[config.mk]
export PLATFORM = sky130hd
export DESIGN_NAME = pwr_mgmt_ctrl
export DESIGN_NICKNAME = d
export VERILOG_FILES = /design/src/rtl/pwr_mode_pkg.sv /design/src/rtl/pwr_rst_sync.sv /design/src/rtl/pwr_ctrl_reg.sv /design/src/rtl/pwr_gate_out.sv /design/src/rtl/pwr_mgmt_ctrl.sv
export SDC_FILE = /design/constraint.sdc
export NUM_CORES = 1
export LEC_CHECK = 0
export BUFFER_PORTS_ARGS = -buffer_cell sky130_fd_sc_hd__buf_4
export CAP_MARGIN = 20
export CORE_AREA = 2 2 39 41
export CTS_CLUSTER_SIZE = 30
export DETAILED_ROUTE_END_ITERATION = 6
export DIE_AREA = 0 0 41 43
export PLACE_DENSITY = 0.62
export SKIP_LAST_GASP = 1
export SLEW_MARGIN = 0
export SYNTH_ARGS = -nofsm -noshare
export SYNTH_HDL_FRONTEND = slang
export SYNTH_HIERARCHICAL = 1
export SYNTH_SLANG_ARGS = --single-unit
[constraint.sdc]
create_clock -name clk_i -period 1.25 [get_ports clk_i]
set_clock_uncertainty 0.1 [all_clocks]
set_input_delay 0.25 -clock clk_i [delete_from_list [all_inputs] [get_ports clk_i]]
set_output_delay 0.25 -clock clk_i [all_outputs]
set_load 0.03 [all_outputs]
[src/rtl/pwr_mode_pkg.sv]
package pwr_mode_pkg;

  typedef enum logic [1:0] {
    PM_RUN  = 2'd0,
    PM_IDLE = 2'd1,
    PM_DOWN = 2'd2
  } pm_mode_e;

  typedef struct packed {
    logic pof;
    logic pd;
    logic idle;
  } pm_state_t;

  function automatic pm_mode_e pm_mode_of(input logic idle, input logic pd);
    if (pd)        return PM_DOWN;
    else if (idle) return PM_IDLE;
    else           return PM_RUN;
  endfunction

endpackage

[src/rtl/pwr_rst_sync.sv]
module pwr_rst_sync #(
  parameter int STAGES = 2
) (
  input  logic clk_i,
  input  logic rst_ni,
  output logic rst_no
);

  generate
    if (STAGES <= 1) begin : g_single
      logic sync_q;
      always_ff @(posedge clk_i or negedge rst_ni) begin
        if (!rst_ni) sync_q <= 1'b0;
        else         sync_q <= 1'b1;
      end
      assign rst_no = sync_q;
    end else begin : g_chain
      logic [STAGES-1:0] sync_q;
      always_ff @(posedge clk_i or negedge rst_ni) begin
        if (!rst_ni) sync_q <= '0;
        else         sync_q <= {sync_q[STAGES-2:0], 1'b1};
      end
      assign rst_no = sync_q[STAGES-1];
    end
  endgenerate

endmodule

[src/rtl/pwr_ctrl_reg.sv]
module pwr_ctrl_reg
  import pwr_mode_pkg::*;
#(
  parameter int DW          = 8,
  parameter int IDLE_POS    = 0,
  parameter int PD_POS      = 1,
  parameter int POF_POS     = 4,
  parameter bit PD_IRQ_WAKE = 1'b0
) (
  input  logic          clk_i,
  input  logic          rst_ni,
  input  logic          por_evt_i,
  input  logic          ext_rst_i,
  input  logic          wr_en_i,
  input  logic [DW-1:0] wr_data_i,
  input  logic          irq_i,
  output pm_state_t     st_q_o,
  output pm_state_t     st_d_o,
  output logic [DW-1:0] rd_data_o
);

  pm_state_t st_q;
  pm_state_t st_d;
  logic      low_pwr;
  logic      wake_ok;
  logic      st_upd;

  assign low_pwr = st_q.idle | st_q.pd;

  // Which low-power states an interrupt may leave
  generate
    if (PD_IRQ_WAKE) begin : g_wake_all
      assign wake_ok = 1'b1;
    end else begin : g_wake_idle
      assign wake_ok = ~st_q.pd;
    end
  endgenerate

  // Next state: power-up event, then warm reset, then wake, then write
  always_comb begin
    st_d = st_q;
    if (por_evt_i) begin
      st_d.pof  = 1'b1;
      st_d.pd   = 1'b0;
      st_d.idle = 1'b0;
    end else if (ext_rst_i) begin
      st_d.pd   = 1'b0;
      st_d.idle = 1'b0;
    end else if (low_pwr) begin
      if (irq_i && wake_ok) begin
        st_d.idle = 1'b0;
        st_d.pd   = 1'b0;
      end
    end else if (wr_en_i) begin
      st_d.idle = wr_data_i[IDLE_POS];
      st_d.pd   = wr_data_i[PD_POS];
      st_d.pof  = st_q.pof & wr_data_i[POF_POS];
    end
  end

  assign st_upd = (st_d != st_q);

  always_ff @(posedge clk_i or negedge rst_ni) begin
    if (!rst_ni) begin
      st_q.pof  <= 1'b1;
      st_q.pd   <= 1'b0;
      st_q.idle <= 1'b0;
    end else if (st_upd) begin
      st_q <= st_d;
    end
  end

  always_comb begin
    rd_data_o           = '0;
    rd_data_o[IDLE_POS] = st_q.idle;
    rd_data_o[PD_POS]   = st_q.pd;
    rd_data_o[POF_POS]  = st_q.pof;
  end

  assign st_q_o = st_q;
  assign st_d_o = st_d;

endmodule

[src/rtl/pwr_gate_out.sv]
module pwr_gate_out
  import pwr_mode_pkg::*;
(
  input  logic       clk_i,
  input  logic       rst_ni,
  input  logic       idle_q_i,
  input  logic       pd_q_i,
  input  logic       idle_d_i,
  input  logic       pd_d_i,
  input  logic       ale_i,
  input  logic       psen_i,
  input  logic       ext_prog_i,
  output logic       cpu_clk_en_o,
  output logic       per_clk_en_o,
  output logic       ale_o,
  output logic       psen_o,
  output logic       p0_float_o,
  output logic       p2_addr_o,
  output logic [1:0] mode_o
);

  logic     cpu_en_d, per_en_d;
  logic     cpu_en_q, per_en_q;
  logic     en_upd;
  pm_mode_e mode;

  // Enables registered from next state: glitch-free, same edge as the state
  always_comb begin
    cpu_en_d = ~(idle_d_i | pd_d_i);
    per_en_d = ~pd_d_i;
  end

  assign en_upd = (cpu_en_d != cpu_en_q) | (per_en_d != per_en_q);

  always_ff @(posedge clk_i or negedge rst_ni) begin
    if (!rst_ni) begin
      cpu_en_q <= 1'b1;
      per_en_q <= 1'b1;
    end else if (en_upd) begin
      cpu_en_q <= cpu_en_d;
      per_en_q <= per_en_d;
    end
  end

  assign mode = pm_mode_of(idle_q_i, pd_q_i);

  always_comb begin
    ale_o      = ale_i;
    psen_o     = psen_i;
    p0_float_o = 1'b0;
    p2_addr_o  = 1'b0;
    unique case (mode)
      PM_IDLE: begin
        ale_o      = 1'b1;
        psen_o     = 1'b1;
        p0_float_o = ext_prog_i;
        p2_addr_o  = ext_prog_i;
      end
      PM_DOWN: begin
        ale_o      = 1'b0;
        psen_o     = 1'b0;
        p0_float_o = ext_prog_i;
      end
      default: ;
    endcase
  end

  assign cpu_clk_en_o = cpu_en_q;
  assign per_clk_en_o = per_en_q;
  assign mode_o       = mode;

endmodule

[src/rtl/pwr_mgmt_ctrl.sv]
module pwr_mgmt_ctrl
  import pwr_mode_pkg::*;
#(
  parameter int DW          = 8,
  parameter int IDLE_POS    = 0,
  parameter int PD_POS      = 1,
  parameter int POF_POS     = 4,
  parameter bit PD_IRQ_WAKE = 1'b0,
  parameter int RST_STAGES  = 2
) (
  input  logic          clk_i,
  input  logic          rst_ni,
  input  logic          por_evt_i,
  input  logic          ext_rst_i,
  input  logic          wr_en_i,
  input  logic [DW-1:0] wr_data_i,
  input  logic          irq_i,
  input  logic          ale_i,
  input  logic          psen_i,
  input  logic          ext_prog_i,
  output logic [DW-1:0] rd_data_o,
  output logic          cpu_clk_en_o,
  output logic          per_clk_en_o,
  output logic          ale_o,
  output logic          psen_o,
  output logic          p0_float_o,
  output logic          p2_addr_o,
  output logic [1:0]    mode_o
);

  logic      rst_sync_n;
  pm_state_t st_q, st_d;

  pwr_rst_sync #(.STAGES(RST_STAGES)) u_rst (
    .clk_i  (clk_i),
    .rst_ni (rst_ni),
    .rst_no (rst_sync_n)
  );

  pwr_ctrl_reg #(
    .DW(DW), .IDLE_POS(IDLE_POS), .PD_POS(PD_POS), .POF_POS(POF_POS),
    .PD_IRQ_WAKE(PD_IRQ_WAKE)
  ) u_reg (
    .clk_i     (clk_i),
    .rst_ni    (rst_sync_n),
    .por_evt_i (por_evt_i),
    .ext_rst_i (ext_rst_i),
    .wr_en_i   (wr_en_i),
    .wr_data_i (wr_data_i),
    .irq_i     (irq_i),
    .st_q_o    (st_q),
    .st_d_o    (st_d),
    .rd_data_o (rd_data_o)
  );

  pwr_gate_out u_out (
    .clk_i        (clk_i),
    .rst_ni       (rst_sync_n),
    .idle_q_i     (st_q.idle),
    .pd_q_i       (st_q.pd),
    .idle_d_i     (st_d.idle),
    .pd_d_i       (st_d.pd),
    .ale_i        (ale_i),
    .psen_i       (psen_i),
    .ext_prog_i   (ext_prog_i),
    .cpu_clk_en_o (cpu_clk_en_o),
    .per_clk_en_o (per_clk_en_o),
    .ale_o        (ale_o),
    .psen_o       (psen_o),
    .p0_float_o   (p0_float_o),
    .p2_addr_o    (p2_addr_o),
    .mode_o       (mode_o)
  );

endmodule

==> flow_summary.toml <==
[outcome]
status = "finished, violations left"
violations = "negative setup slack"

[timing]
hold_viol_final = 0
fin_crit_sh_pct = 112.8
rsz0062_at_grt = "true"
setup_viol = 9
hold_slack_ps = 104.1
finalSetupTns_ps = -939.1
fmax_ghz = 0.7090
slew_violations = 0
layout_setup_ws_ps = -160.3
period_minus_slack_ps = 1410

[die]
die_w_um = 41
ios = 33
fp-row-count = 14
core-area_sq_um = 1384
start_util_pct = 27.03
die-area_sq_um = 1763
die_height_um = 43

[logic_synthesis]
syn_area_sq_um = 374.1
syn_inst = 36
yosysWarnings = 6
synth_area_per_cell_sq_um = 10.39

[cells_and_area]
final-instance-count-excl-fill = 80
nets = 82
drive_gt1_share_pct = 68.75
syn_to_final_growth_pct = 78.26
n_antenna_cell = 0

[route]
first_pass_iters = 2
routed_wl_um = 767
drcViolationCount = 0
drt-initial-drc-count = 2
routed_via_density = 4.138
wire_per_inst_um = 9.588
ant_nets = 0
via_count = 331

[power]
switching_share_pct = 29.38
power_frac_seq_pct = 39.5
clockPowerShare_pct = 33.1
p_int_uw = 447.7
ir_drop_mv = 0.6313
combinationalPowerShare_pct = 27.4
powerDensity_nw_per_um2 = 950.7
power.leakage_uw = 0.0003160
p_switching_uw = 186.3

[min_path]
whs_path_depth = 2
hp-start = "ext_rst_i"
hp-class = "in2reg"
hold_end = "u_reg/rd_data_o[0]"

[clocking]
cts-htree-levels = 1
cts_tree = "yes"
cts_buffers = 3
clk_pin_slew_ps = 60
cts_root_buf = "clkbuf_4"
cts_buffer_depth = 2
cts.sinks = 7
worst_skew_pair.late_latency_ps = 250

[grt]
antenna_found_initial = 0
grtUsageTotal_pct = 9.766
grt_max_degree = 9
grt_pass1_vias = 310
grt_pass1_wl_um = 1179
grt_remaining_overflow = 0

[place]
hpwlAfterDp_um = 564.5
gp_congestion = 0.6787
post-place-ws_ps = 61.17
port_buffers = 22
dp_cells = 71

[critical_path]
reg2reg_to = "u_out/cpu_clk_en_o"
crit-reg2reg-launch = "u_reg/rd_data_o[0]"
worstPathCellList = "and3b_2, buf_6"
critPathRequiredTime_ps = 900
start_kind = "flop"
r2r_cells = 5
cpLargestDelayFamily = "flip-flops"
criticalPathCategory = "reg2out"
max_stage_delay_ps = 440
rrSetupSlack_ps = -50
critPathBufInv = 1
slowest_stage = "dfrtp_2"
critical_path.max_fanout = 8
cp-end-kind = "primary output"
arrival_ps = 1060

[run]
cap_violations = 0
## layer usage
layer	routed length, um	up-vias	track usage, %	share of wire (%)
li1	-	160	-	-
met1	297	155	10.07	39
met2	393	16	15.94	51
met3	76	0	4.712	9.9
met4	0	0	4.000	0
met5	0	-	0	0
## flip-flops by register name (all words and copies together), names as in the netlist
signal,flops
u_rst/g_chain.sync_q,2
u_reg/rd_data_o,3
u_out/per_clk_en_o,1
u_out/cpu_clk_en_o,1
## stage by stage
stage / utilization [%] / total power [uW] / instance area (sq um)
after floorplan: - / 353.4 / 409.1
after global placement: 38.88 / 397.0 / 538.0
after detailed placement: 38.88 / 398.1 / 538.0
after CTS: 45.75 / 630.2 / 633.1
after global routing: 48.19 / 674.0 / 666.9
final: 48.19 / 634.0 / 666.9
## final cells by class
class | instances | area, sq um
Clock buffer | 4 | 26.28
Fill cell | 132 | 716.9
Inverter | 2 | 7.507
Multi-Input combinational cell | 23 | 178.9
Sequential cell | 7 | 181.4
Tap cell | 16 | 20.02
Timing Repair Buffer | 28 | 252.7
## power groups by stage
stage / Combinational, uW / Clock, uW / Sequential (uW)
after floorplan: 86.3 / 0 / 267
after global placement: 142 / 0 / 255
after detailed placement: 143 / 0 / 255
after CTS: 163 / 216 / 251
after global routing: 185 / 237 / 252
final: 174 / 210 / 250
## worst max-delay path by stage
| stage | startpoint | end | slack, ps | depth (start not counted) |
|---|---|---|---|---|
| floorplan | u_reg/rd_data_o[1] | p2_addr_o | -50 | 2 |
| global placement | u_reg/rd_data_o[0] | u_out/cpu_clk_en_o | 70 | 4 |
| detailed placement | u_reg/rd_data_o[0] | u_out/per_clk_en_o | 60 | 4 |
| CTS | u_reg/rd_data_o[1] | p2_addr_o | -170 | 2 |
| global route | u_reg/rd_data_o[1] | p2_addr_o | -210 | 2 |
| finish | u_reg/rd_data_o[1] | p2_addr_o | -160 | 2 |
## cell usage in the layout, fill, tap and decap left out
cell,n
clkbuf_1,1
and2b_2,1
nor3_1,2
buf_6,10
nor4_2,1
a32oi_2,1
nor2_1,2
o21a_2,1
dfstp_2,3
clkbuf_4,3
nand2b_1,1
buf_4,16
and3b_2,1
o21ba_4,2
inv_1,2
dfrtp_1,2
nor3_2,2
nor2b_4,1
a21oi_1,2
dfrtp_2,2
conb_1,6
dlygate4sd3_1,2
## timing repair
item / in CTS / in global routing
hold buffers: 2 / 0
buffers inserted: 2 / 1
setup endpoints to repair: 10 / 15
pin swaps: 4 / 2
hold endpoints to repair: 4 / 0
resized for setup: 9 / 5
Note: power is estimated with default switching activity, not from simulation.
